## src/rtl/regwr_packer_pkg.sv

```systemverilog
package regwr_packer_pkg;

    localparam logic [7:0] OP_DIRECT  = 8'h01;
    localparam logic [7:0] OP_INDEXED = 8'h09;
    localparam logic [3:0] ALL_BYTES  = 4'hF;
    localparam int         OFF_W      = 20;
    localparam int         SLOTS      = 4;

    typedef enum logic [1:0] {
        ST_IDLE  = 2'd0,
        ST_EMIT  = 2'd1,
        ST_FLUSH = 2'd2,
        ST_DONE  = 2'd3
    } pk_state_e;

endpackage

```

## src/rtl/regwr_plan.sv

```systemverilog
// Works out, for one request, the words to write and the next pointers.
module regwr_plan
    import regwr_packer_pkg::*;
#(
    parameter int CAP_WORDS = 64,
    parameter int PW        = 7
) (
    input  logic [PW-1:0]            fp,
    input  logic [PW-1:0]            start,
    input  logic                     chain_ok,
    input  logic [OFF_W-1:0]         chain_off,
    input  logic [31:0]              count,
    input  logic                     indexed,
    input  logic [OFF_W-1:0]         off,
    input  logic [31:0]              value,
    output logic                     fits,
    output logic [2:0]               n_words,
    output logic [SLOTS-1:0][PW-1:0] slot_a,
    output logic [SLOTS-1:0][31:0]   slot_d,
    output logic [PW-1:0]            fp_nx,
    output logic [PW-1:0]            start_nx,
    output logic [31:0]              count_nx,
    output logic                     chain_nx
);

    localparam logic [PW:0]   CAP_L = (PW+1)'(CAP_WORDS);
    localparam logic [PW-1:0] P1    = PW'(1);
    localparam logic [PW-1:0] P2    = PW'(2);
    localparam logic [PW-1:0] P3    = PW'(3);

    logic [PW-1:0] aligned;
    logic [PW:0]   end_w;
    logic          merge;

    always_comb begin
        aligned  = fp + {{(PW-1){1'b0}}, fp[0]};
        merge    = indexed && chain_ok && (off == chain_off);
        slot_a   = '0;
        slot_d   = '0;
        n_words  = 3'd0;
        fp_nx    = fp;
        start_nx = start;
        count_nx = count;
        chain_nx = chain_ok;
        end_w    = '0;
        if (!indexed) begin
            end_w     = {1'b0, fp} + (PW+1)'(2);
            n_words   = 3'd2;
            slot_a[0] = fp;
            slot_d[0] = value;
            slot_a[1] = fp + P1;
            slot_d[1] = {OP_DIRECT, ALL_BYTES, off};
            fp_nx     = fp + P2;
            start_nx  = fp;
            chain_nx  = 1'b0;
        end else if (merge) begin
            end_w     = {1'b0, fp} + (PW+1)'(1);
            n_words   = fp[0] ? 3'd2 : 3'd3;
            slot_a[0] = fp;
            slot_d[0] = value;
            slot_a[1] = start;
            slot_d[1] = count + 32'd1;
            slot_a[2] = fp + P1;
            slot_d[2] = 32'd0;
            fp_nx     = fp + P1;
            count_nx  = count + 32'd1;
            chain_nx  = 1'b1;
        end else begin
            end_w     = {1'b0, aligned} + (PW+1)'(3);
            n_words   = 3'd4;
            slot_a[0] = aligned;
            slot_d[0] = 32'd1;
            slot_a[1] = aligned + P1;
            slot_d[1] = {OP_INDEXED, 4'h0, off};
            slot_a[2] = aligned + P2;
            slot_d[2] = value;
            slot_a[3] = aligned + P3;
            slot_d[3] = 32'd0;
            fp_nx     = aligned + P3;
            start_nx  = aligned;
            count_nx  = 32'd1;
            chain_nx  = 1'b1;
        end
        fits = (end_w <= CAP_L);
    end

endmodule

```

## src/rtl/regwr_tail.sv

```systemverilog
// Rounds the free position up to the next tail granule.
module regwr_tail #(
    parameter int PW       = 7,
    parameter int GRAN_LOG = 4
) (
    input  logic [PW-1:0] fp,
    output logic [PW-1:0] tail_w,
    output logic          pad_needed
);

    localparam logic [PW:0] ROUND = (PW+1)'((1 << GRAN_LOG) - 1);

    logic [PW:0] sum;

    always_comb begin
        sum        = {1'b0, fp} + ROUND;
        tail_w     = {sum[PW-1:GRAN_LOG], {GRAN_LOG{1'b0}}};
        pad_needed = (tail_w != fp);
    end

endmodule

```

## src/rtl/regwr_packer.sv

```systemverilog
module regwr_packer
    import regwr_packer_pkg::*;
#(
    parameter int CAP_WORDS = 64
) (
    input  logic                           clk,
    input  logic                           rst_n,
    input  logic                           req_valid,
    output logic                           req_ready,
    input  logic                           req_indexed,
    input  logic [19:0]                    req_offset,
    input  logic [31:0]                    req_value,
    input  logic                           commit,
    output logic                           mem_we,
    output logic [$clog2(CAP_WORDS)-1:0]   mem_addr,
    output logic [31:0]                    mem_wdata,
    output logic                           tail_valid,
    output logic [$clog2(CAP_WORDS)+2:0]   tail_bytes,
    output logic                           overflow
);

    localparam int AW = $clog2(CAP_WORDS);
    localparam int PW = AW + 1;
    localparam logic [PW-1:0] P1 = PW'(1);

    typedef struct packed {
        pk_state_e                st;
        logic [PW-1:0]            fp;
        logic [PW-1:0]            start;
        logic [31:0]              count;
        logic                     chain;
        logic [OFF_W-1:0]         chain_off;
        logic [2:0]               n;
        logic [1:0]               idx;
        logic [SLOTS-1:0][PW-1:0] sa;
        logic [SLOTS-1:0][31:0]   sd;
        logic [PW-1:0]            fptr;
        logic [PW-1:0]            tail_w;
        logic                     ovf;
    } pk_state_t;

    pk_state_t q, nx;

    logic                     p_fits;
    logic [2:0]               p_n;
    logic [SLOTS-1:0][PW-1:0] p_sa;
    logic [SLOTS-1:0][31:0]   p_sd;
    logic [PW-1:0]            p_fp, p_start;
    logic [31:0]              p_count;
    logic                     p_chain;
    logic [PW-1:0]            t_tail;
    logic                     t_pad;

    regwr_plan #(.CAP_WORDS(CAP_WORDS), .PW(PW)) u_plan (
        .fp        (q.fp),
        .start     (q.start),
        .chain_ok  (q.chain),
        .chain_off (q.chain_off),
        .count     (q.count),
        .indexed   (req_indexed),
        .off       (req_offset),
        .value     (req_value),
        .fits      (p_fits),
        .n_words   (p_n),
        .slot_a    (p_sa),
        .slot_d    (p_sd),
        .fp_nx     (p_fp),
        .start_nx  (p_start),
        .count_nx  (p_count),
        .chain_nx  (p_chain)
    );

    regwr_tail #(.PW(PW), .GRAN_LOG(4)) u_tail (
        .fp         (q.fp),
        .tail_w     (t_tail),
        .pad_needed (t_pad)
    );

    always_comb begin
        nx         = q;
        req_ready  = (q.st == ST_IDLE) && !commit;
        mem_we     = 1'b0;
        mem_addr   = '0;
        mem_wdata  = '0;
        tail_valid = 1'b0;
        tail_bytes = {q.tail_w, 2'b00};
        overflow   = q.ovf;
        unique case (q.st)
            ST_IDLE: begin
                if (commit) begin
                    if (q.fp != '0) begin
                        nx.fptr   = q.fp;
                        nx.tail_w = t_tail;
                        nx.st     = t_pad ? ST_FLUSH : ST_DONE;
                    end
                end else if (req_valid) begin
                    if (p_fits) begin
                        nx.st        = ST_EMIT;
                        nx.n         = p_n;
                        nx.idx       = 2'd0;
                        nx.sa        = p_sa;
                        nx.sd        = p_sd;
                        nx.fp        = p_fp;
                        nx.start     = p_start;
                        nx.count     = p_count;
                        nx.chain     = p_chain;
                        nx.chain_off = req_offset;
                    end else begin
                        nx.ovf = 1'b1;
                    end
                end
            end
            ST_EMIT: begin
                mem_we    = 1'b1;
                mem_addr  = q.sa[q.idx][AW-1:0];
                mem_wdata = q.sd[q.idx];
                nx.idx    = q.idx + 2'd1;
                if ({1'b0, q.idx} == (q.n - 3'd1)) nx.st = ST_IDLE;
            end
            ST_FLUSH: begin
                mem_we    = 1'b1;
                mem_addr  = q.fptr[AW-1:0];
                mem_wdata = 32'd0;
                nx.fptr   = q.fptr + P1;
                if ((q.fptr + P1) == q.tail_w) nx.st = ST_DONE;
            end
            ST_DONE: begin
                tail_valid = 1'b1;
                nx.fp      = '0;
                nx.start   = '0;
                nx.count   = '0;
                nx.chain   = 1'b0;
                nx.st      = ST_IDLE;
            end
            default: nx.st = ST_IDLE;
        endcase
    end

    always_ff @(posedge clk or negedge rst_n) begin
        if (!rst_n) q <= '0;
        else        q <= nx;
    end

endmodule

```

## config.mk

```make
export PLATFORM = sky130hd
export DESIGN_NAME = regwr_packer
export DESIGN_NICKNAME = d
export VERILOG_FILES = /design/src/rtl/regwr_packer_pkg.sv /design/src/rtl/regwr_plan.sv /design/src/rtl/regwr_tail.sv /design/src/rtl/regwr_packer.sv
export SDC_FILE = /design/constraint.sdc
export NUM_CORES = 1
export LEC_CHECK = 0
export ABC_AREA = 1
export BUFFER_PORTS_ARGS = -buffer_cell sky130_fd_sc_hd__buf_2
export CORE_MARGIN = 3
export CORE_UTILIZATION = 53
export DETAILED_ROUTE_END_ITERATION = 6
export PLACE_DENSITY_LB_ADDON = 0.2
export SLEW_MARGIN = 40
export SYNTH_ARGS = -nofsm -noshare
export SYNTH_HDL_FRONTEND = slang
export SYNTH_SLANG_ARGS = --single-unit
```

## constraint.sdc

```tcl
create_clock -name clk -period 9.2 [get_ports clk]
set_clock_uncertainty 0.1 [all_clocks]
set_input_delay 1.84 -clock clk [delete_from_list [all_inputs] [get_ports clk]]
set_output_delay 1.84 -clock clk [all_outputs]
set_load 0.05 [all_outputs]
```

Word-level counts from Yosys, hierarchy flattened
Index checks and enable logic that the tools add are counted.
- register bits: 241
- input port bits: 57
- output and inout bits: 51
- word-level logic and storage cells: 116
- $add $sub $neg: 14
- magnitude comparators: 2
- equality and inequality tests: 19
- mux-type cells: 41
- bitwise operators: 2
- reduce and logical (&&, ||, !) cells: 19
- operators with widths (operator ; count):
    $mux 230 ; 2
    $mux 228 ; 1
    $mux 32 ; 5
    $mux 96 ; 1
    $pmux 47 s2 ; 1
    $bmux 32 s2 ; 1
    $mux 64 ; 1
    $mux 14 ; 4
    $mux 7 ; 5
    $add 32x1->32 const B ; 1
    $add 7x1->7 const B ; 3
    $add 7x2->7 const B ; 3
    $mux 21 ; 1
    $eq 20x20->1 ; 1
    $add 7x2->8 const B ; 2
    $mux 8 ; 2
    $reduce_and 4->1 ; 4
    $reduce_and 5->1 ; 3
    $bmux 7 s2 ; 1
    $ne 2x2->1 const B ; 7
    $pmux 7 s2 ; 1
    $pmux 6 s2 ; 1
    $ne 3x3->1 const B ; 3
    $add 7x1->8 const B ; 1
    other kinds (27) ; 42

Longest topological paths before layout
Gate-level depths: netlist of the first run.
- depth after elaboration: 9
- depth in mapped cells: 22
- mapped depth without buffers: 22

Hierarchy
Synthesis of the first run repeated with hierarchy kept, for this count alone.
- cells, all modules: 2202
- area total of the unflattened synthesis: 14759.2 um^2
- modules (own cells, without submodules) (module ; instances ; cells an instance ; area each (um^2) ; seq. area each (um^2)):
    regwr_packer ; 1 ; 1422 ; 11068.1 ; 6030.8
    regwr_plan ; 1 ; 760 ; 3574.7 ; 0.0
    regwr_tail ; 1 ; 20 ; 116.4 ; 0.0

Worst setup path after synthesis of the first run
OpenSTA, ideal clock, no wires.
- path kind: input-to-output
- from: input port commit
- to: output port req_ready
- arrival time: 2553 ps
- required time: 7260 ps
- setup slack: 4707 ps
- stages: 1
- path buffers: 0
- cells stage by stage: nor2_1
- word-level cells in the longest chain between the ends: 2
- RTL lines (what ; line ; RTL):
    start: declaration ; regwr_packer.sv:13 ; input logic commit,
    $logic_not 1->1 ; regwr_packer.sv:81 ; req_ready = (q.st == ST_IDLE) && !commit;
    $logic_and 1x1->1 ; regwr_packer.sv:81 ;
    end: declaration ; regwr_packer.sv:9 ; output logic req_ready,
Every way passes these cells.

Final worst setup path of the first run
- from: input port req_indexed
- to: register q[171] in the netlist's numbering
- word-level cells in the longest chain between the ends: 7
- RTL lines (what ; line ; RTL):
    start: declaration ; regwr_packer.sv:10 ; input logic req_indexed,
    $logic_and 1x1->1 (2 in a row) ; regwr_plan.sv:37 ; merge = indexed && chain_ok && (off == chain_off);
    $mux 8 ; regwr_plan.sv:56 ; end else if (merge) begin
    $mux 8 (*) ; regwr_plan.sv:46 ; if (!indexed) begin
    $le 8x7->1 (*) ; regwr_plan.sv:84 ; fits = (end_w <= CAP_L);
    $ne 2x2->1 (no source line) (*) ; n/a ;
    $reduce_and 4->1 (no source line) (*) ; n/a ;
    end signal: assignment ; regwr_packer.sv:141 ; else q <= nx;
    end: declaration ; regwr_packer.sv:42 ; pk_state_t q, nx;
Every way passes the cells marked *; elsewhere a longest branch is shown, timed or not.
A chain may end at the register's enable or synchronous reset.

==> results of run 1 <==
[cell type report]
class,instances,area [um2],area share
Clock buffer,31,616,0.0467
Tap cell,280,350,0.0266
Multi-Input combinational cell,1242,5750,0.436
Clock inverter,10,186,0.0141
Sequential cell,202,5050,0.383
Timing Repair Buffer,112,637,0.0483
Inverter,157,589,0.0447
[placed cells by master (no fill, tap or decap), drive strengths merged]
master and count:
nand2 558, nor2 157, clkinvlp 3, nand3 166, clkinv 4, or2 1
a31o 3, a31oi 7, bufinv 5, o21a 1, xnor2 9, a211oi 2
buf 111, dfrtp 202, nand3b 2, xor2 18, a21oi 60, and2 1
o211ai 16, nor3 16, o22ai 5, inv 155, nor4 3, ha 13
nand4 17, and3 1, o21ai 180, conb 6, clkbuf 32
[registers in the layout (all words and copies together), names as in the netlist]
name	cells
overflow	1
q	198
tail_bytes	3
[Yosys cell counts, drive strengths merged, types with 16 or more instances]
cell,count
dfrtp,202
buf,52
clkbuf,40
nand3,166
nor2,157
o21ai,180
a21oi,60
inv,154
o211ai,16
xor2,18
nor3,16
nand4,17
nand2,558
[routing by layer]
metal | share of wire | wire length, um | vias to the layer above | track usage
li1 | - | - | 5524 | -
met1 | 0.47 | 16100 | 5321 | 0.438
met2 | 0.42 | 14300 | 496 | 0.407
met3 | 0.093 | 3200 | 60 | 0.0533
met4 | 0.022 | 769 | 0 | 0.0677
met5 | 0 | 0 | - | 0
[path summary, 6_finish.rpt]
check | to | cells past startpoint | startpoint
hold reg to reg | q[22] | 2 | q[22]
max in group asynchronous | q[47] | 2 | rst_n
hold / removal | q[22] | 2 | q[22]
min in group asynchronous | q[14] | 1 | rst_n
setup / recovery | q[171] | 21 | req_indexed
setup reg to reg | q[171] | 21 | q[236]
[power by group]
part / total (mW) / switching [mW] / leakage (nW) / internal (mW)
Sequential: 1.50 / 0.252 / 2.61 / 1.25
Clock: 0.989 / 0.378 / 0.378 / 0.611
Combinational: 1.64 / 1.16 / 3.82 / 0.472
[worst max-delay path: stages]
cell and delay (ns):
buf_2 0.41, nand2_1 0.15, inv_1 0.10, nand2_1 0.05
nor2_1 0.08, nand2_1 0.06, nor2_1 0.15, nand3_2 0.36
ha_1 0.46, o21ai_0 0.14, a21oi_1 0.14, o21ai_1 0.10
nor2_1 0.12, nand3_1 0.09, nand2_2 0.12, nand2_2 0.10
nor2_4 0.54, nand2_8 0.56, o21ai_0 0.30, nand2_1 0.08
nand2_1 0.06
[stage by stage]
stage / cell area [um2] / power (mW) / std cells / utilization
after floorplan: 11900 / 2.69 / 1693 / -
after global placement: 12300 / 3.08 / 1992 / 0.562
after detailed placement: 12400 / 3.12 / 1993 / 0.564
after CTS: 13200 / 4.11 / 2034 / 0.600
after global routing: 13200 / 4.42 / 2034 / 0.600
final: 13200 / 4.12 / 2034 / 0.600
[kinds of logic after synthesis]
family	after synthesis
buffers and inverters	249
other	1
and+or+nand+nor	922
AOI/OAI and AO/OA	274
xor gates and xnor gates	27
adders and majority gates	13
DFF	202
==> summary.md, run 1 <==
| Metric | Value |
|---|---|
| Mux cell area share after synthesis | `0` |
| Largest family of logic cells by synthesized area | `simple AND/OR/NAND/NOR gates` |
| Fin worst setup slack | `3.47 ns` |
| RSZ-0062 raised after global routing | `false` |
| Synth Cell Area | `11,900 um2` |
| Synth Area in Compound Gates | `0.122` |
| Period utilisation layout | `0.623` |
| Async set-or-reset flop fraction in the synthesized netlist | `1.00` |
| Vias in the first global route | `10,400` |
| Dominant synthesized flop cell | `dfrtp_1` |
| Gr ovfl total | `0` |
| Hold Path Class | `register to register` |
| Syn avg cell area | `7.05 um2` |
| Reg2Reg Setup Slack | `4.77 ns` |
| P per Cell Area | `313 nW/um2` |
| Total Routing Usage GR | `0.282` |
| Initial Util | `0.542` |
| CTS tree | `built` |
| Post-Syn Instances | `1,688` |
| Synth-to-Final Area Change | `10.7%` |
| Top-area cell type share of the netlist area | `0.425` |
| First DRT Iteration DRCs | `1,206` |
| Initial DRT Pass Iterations | `5` |
| Die H | `156 um` |
| Vias per cell | `5.61` |
| WS Path Type | `input pin to register` |
| Global-route wire length before repair | `55.5 mm` |
| Ratio of cells with drive above 1 in the final layout | `0.107` |
| Antenna-violating nets left | `0` |
| Worst-Margin Slew | `0.750 ns` |
| Post-synth top area cell | `dfrtp_1` |
| Clock Sinks | `202` |
| HPWL after DPL | `23.7 mm` |
| # rows | `54` |
| Die area | `24,300 um2` |
| Crit-path max FO | `114` |
| Post-synthesis xor/xnor area fraction | `0.0199` |
| Leakage | `6.80 nW` |
| Flops & latches, synth | `202` |
| Inserted Clock Buffers | `23` |
| Minimum clock period | `5.73 ns` |
| Post-CTS Setup Bufs | `0` |
| Fill cells | `2,089` |
| GP Congestion | `0.975` |
| Post_cts resized | `0` |
| DR WL/cell | `16.9 um` |
| IO Port Bufs | `101` |
| Core area | `22,000 um2` |
| Peak VDD IR | `0.000145 V` |
| Max cap viols | `0` |
| Final setup fails | `0` |
| I/O pins | `108` |
| DRC Markers | `0` |
| Number of enable flip-flop cells after synthesis | `0` |
| Reg clk slew, reported paths | `0.06 ns` |
| Synth Area in Adders | `0.0137` |
| Synth warn | `0` |
| Worst hold margin | `0.375 ns` |
| Final Hold Fails | `0` |
| CP arrival | `6.08 ns` |
| CTS Root Cell | `clkbuf_16` |
| DP Worst Slack | `3.06 ns` |
| Htree depth | `1` |
| Setup crit end kind | `register` |
| Pin count of the biggest net entering global routing | `131` |
| Startpoint types | `input pin` |
| Sequential area share after synthesis | `0.425` |
| FMAX | `175 MHz` |
| Antenna Cells | `0` |
| Clk buf depth | `3` |
| Run status | `finished clean` |
| Chip Width | `156 um` |
| Layout Nets | `1,808` |
| Post-synth cell types | `41` |
| Setup_tns | `0 ns` |
| Initial antenna violation count | `0` |
| WL final | `34.4 mm` |
| Post-Synth Simple-Gate Area | `0.324` |
| Worst-Skew Late Latency | `0.51 ns` |
| CP Data Required Time | `9.55 ns` |
| Rel. slew slack | `0.500` |
| Synth area leaders | `dfrtp_1, nand2_1, nand3_1` |
| Final Max Tran Viols | `0` |
| Hold_buf cts | `0` |
| Vias | `11,400` |
Note: power is estimated with default switching activity, not from simulation.
==> run 2: changes to the inputs <==
clock period = 5.1 ns   (was 9.2 ns; I/O delays follow)
==> run 2 against run 1 <==
Sequential share of layout area shrank 0.43 points. Register-to-register slack lost 3.6 ns. Count of clock-buffer cells in the layout shrank 5. Highest routed layer is now met5. Largest power group unchanged. Die area is the same. Combinational power grew 80%. Critical endpoint is now mem_wdata[14]. Power grew 82%. Wire length grew 1.8%. Critical path depth shrank 12. Worst hold slack lost 0.023 ns. Design area grew 1.1%.
==> summary.md, run 2 (synthesized netlist as in run 1, its figures left out) <==
| Metric | Value |
|---|---|
| Run status | `finished clean` |
| Clk buf depth | `3 (unchanged)` |
| Die area | `24,300 um2 (unchanged)` |
| Clock Sinks | `202 (unchanged)` |
| Period utilisation layout | `0.825` |
| Final Max Tran Viols | `0 (unchanged)` |
| RSZ-0062 raised after global routing | `false` |
| Setup crit end kind | `output port` |
| Initial antenna violation count | `1 (+1)` |
| Worst-Skew Late Latency | `0.53 ns (+0.02 ns)` |
| Pin count of the biggest net entering global routing | `126 (-3.8%)` |
| Leakage | `6.92 nW (+1.7%)` |
| Worst path top cell family by delay | `buffers and inverters` |
| First DRT Iteration DRCs | `1,231 (+2.1%)` |
| Inserted Clock Buffers | `24 (+4.3%)` |
| Post-layout util | `0.607 (+0.00678)` |
| CTS tree | `built` |
| Worst-Margin Slew | `0.758 ns (+0.00864 ns)` |
| P per Cell Area | `562 nW/um2 (+80%)` |
| Synth-to-Final Area Change | `12.0%` |
| Layout Nets | `1,820 (+0.66%)` |
| Rel. slew slack | `0.495 (-0.00576)` |
| Internal Power | `4.22 mW (+81%)` |
| Setup_tns | `0 ns (unchanged)` |
| Core area | `22,000 um2 (unchanged)` |
| Slowest cell on crit path | `dfrtp_1` |
| Crit-path max FO | `31 (-73%)` |
| Met2 GRT Util | `0.420 (+0.0132)` |
| DR WL/cell | `17.1 um (+1.1%)` |
| Total Routing Usage GR | `0.288 (+0.00584)` |
| Most frequent cells in the layout | `nand2_1, dfrtp_1, nand3_1` |
| NetSw | `3.27 mW (+82%)` |
| Largest reg by FF count | `q` |
| CP max stage delay | `0.42 ns (-0.14 ns)` |
| WS Path Type | `register to output port` |
| Crit path cell chain | `inv_1, ha_1, buf_4, inv_1, nor2_1, buf_4, o21ai_0, o21ai_0, buf_2` |
| # rows | `54 (unchanged)` |
| Hold_buf cts | `0 (unchanged)` |
| CP arrival | `3.09 ns (-2.99 ns)` |
| Antenna-violating nets left | `0 (unchanged)` |
| Global-route wire length before repair | `56.3 mm (+1.4%)` |
| Comb power frac | `0.395 (-0.002)` |
| Reg clk slew, reported paths | `0.06 ns (about the same)` |
| Vias per cell | `5.59 (-0.24%)` |
| Clock Power Share | `0.242 (+0.002)` |
| Final setup fails | `0 (unchanged)` |
| M3 GR Usage | `0.0499 (-0.00333)` |
| Worst hold margin | `0.352 ns (-0.0232 ns)` |
| GP Congestion | `0.978 (+0.25%)` |
| Antenna Cells | `0 (unchanged)` |
| Critical path buffers and inverters | `5 (+3)` |
| Max cap viols | `0 (unchanged)` |
| Chip Width | `156 um (unchanged)` |
| Post-CTS Setup Bufs | `0 (unchanged)` |
| CTS Root Cell | `clkbuf_16` |
| M1 GR Usage | `0.438 (about the same)` |
| Final Hold Fails | `0 (unchanged)` |
| Hold Path Class | `input pin to asynchronous set/reset pin` |
| Initial Util | `0.542 (unchanged)` |
| Most common cell after layout, fill and taps aside | `nand2_1` |
| I/O pins | `108 (unchanged)` |
| HPWL after DPL | `24.8 mm (+4.4%)` |
| Die H | `156 um (unchanged)` |
| Initial DRT Pass Iterations | `6 (+1)` |
| Peak VDD IR | `0.000355 V (+150%)` |
| Net Sw Frac | `0.437 (+0.00160)` |
| DRC Markers | `0 (unchanged)` |
| Vias | `11,500 (+0.45%)` |
| Seq pwr share | `0.362 (about the same)` |
| Startpoint types | `register` |
| Minimum clock period | `4.21 ns` |
| Post_cts resized | `0 (unchanged)` |
| CP Data Required Time | `3.98 ns (-5.57 ns)` |
| Most used routing layer | `met1` |
| IO Port Bufs | `101 (unchanged)` |
| WL final | `35.0 mm (+1.8%)` |
| Ratio of cells with drive above 1 in the final layout | `0.118 (+0.0110)` |
| FMAX | `238 MHz` |
| Largest register FFs | `198 (unchanged)` |
| Gr ovfl total | `0 (unchanged)` |
| Htree depth | `1 (unchanged)` |
| Vias in the first global route | `10,500 (+0.88%)` |
-- run 2: power groups by stage --
stage               combinational, mW  clock [mW]  sequential, mW
CTS                              2.94        1.85            2.70
global route                     3.33        1.91            2.79
finish                           2.96        1.82            2.72
floorplan                        2.27           0            2.58
global placement                 2.87           0            2.70
detailed placement               2.93           0            2.72
-- run 2: path summary, 6_finish.rpt --
kind	from	endpoint	slack [ns]	depth (start not counted)
hold reg to reg	overflow	overflow	0.37	1
setup reg to reg	q[236]	q[41]	1.16	20
hold / removal	rst_n	q[13]	0.35	1
max in group asynchronous	rst_n	q[176]	3.68	2
setup / recovery	q[244]	mem_wdata[14]	0.89	9
min in group clk	overflow	overflow	0.37	1
-- run 2: layout make-up --
cell class                 count  area (um2)
clock buffer                  26         628
clock inverter                18         215
fill                        2059        8630
inverter                     157         589
multi-input combinational   1242        5740
sequential                   202        5050
tap                          280         350
timing repair buffer         123         753
-- run 2: metrics by stage --
step	power [mW]	setup slack, ns	area, um2	cells
after floorplan	4.85	1.51	11900	1693
after global placement	5.57	0.970	12500	2004
after detailed placement	5.65	0.894	12500	2004
after CTS	7.49	0.912	13300	2048
after global routing	8.03	0.675	13300	2048
final	7.50	0.893	13300	2048
-- run 2: routing by layer --
| layer | up-vias | part of all wire |
|---|---|---|
| met4 | 2 | 0.030 |
| li1 | 5538 | - |
| met5 | - | 0.00031 |
| met3 | 72 | 0.082 |
| met2 | 492 | 0.43 |
| met1 | 5348 | 0.46 |
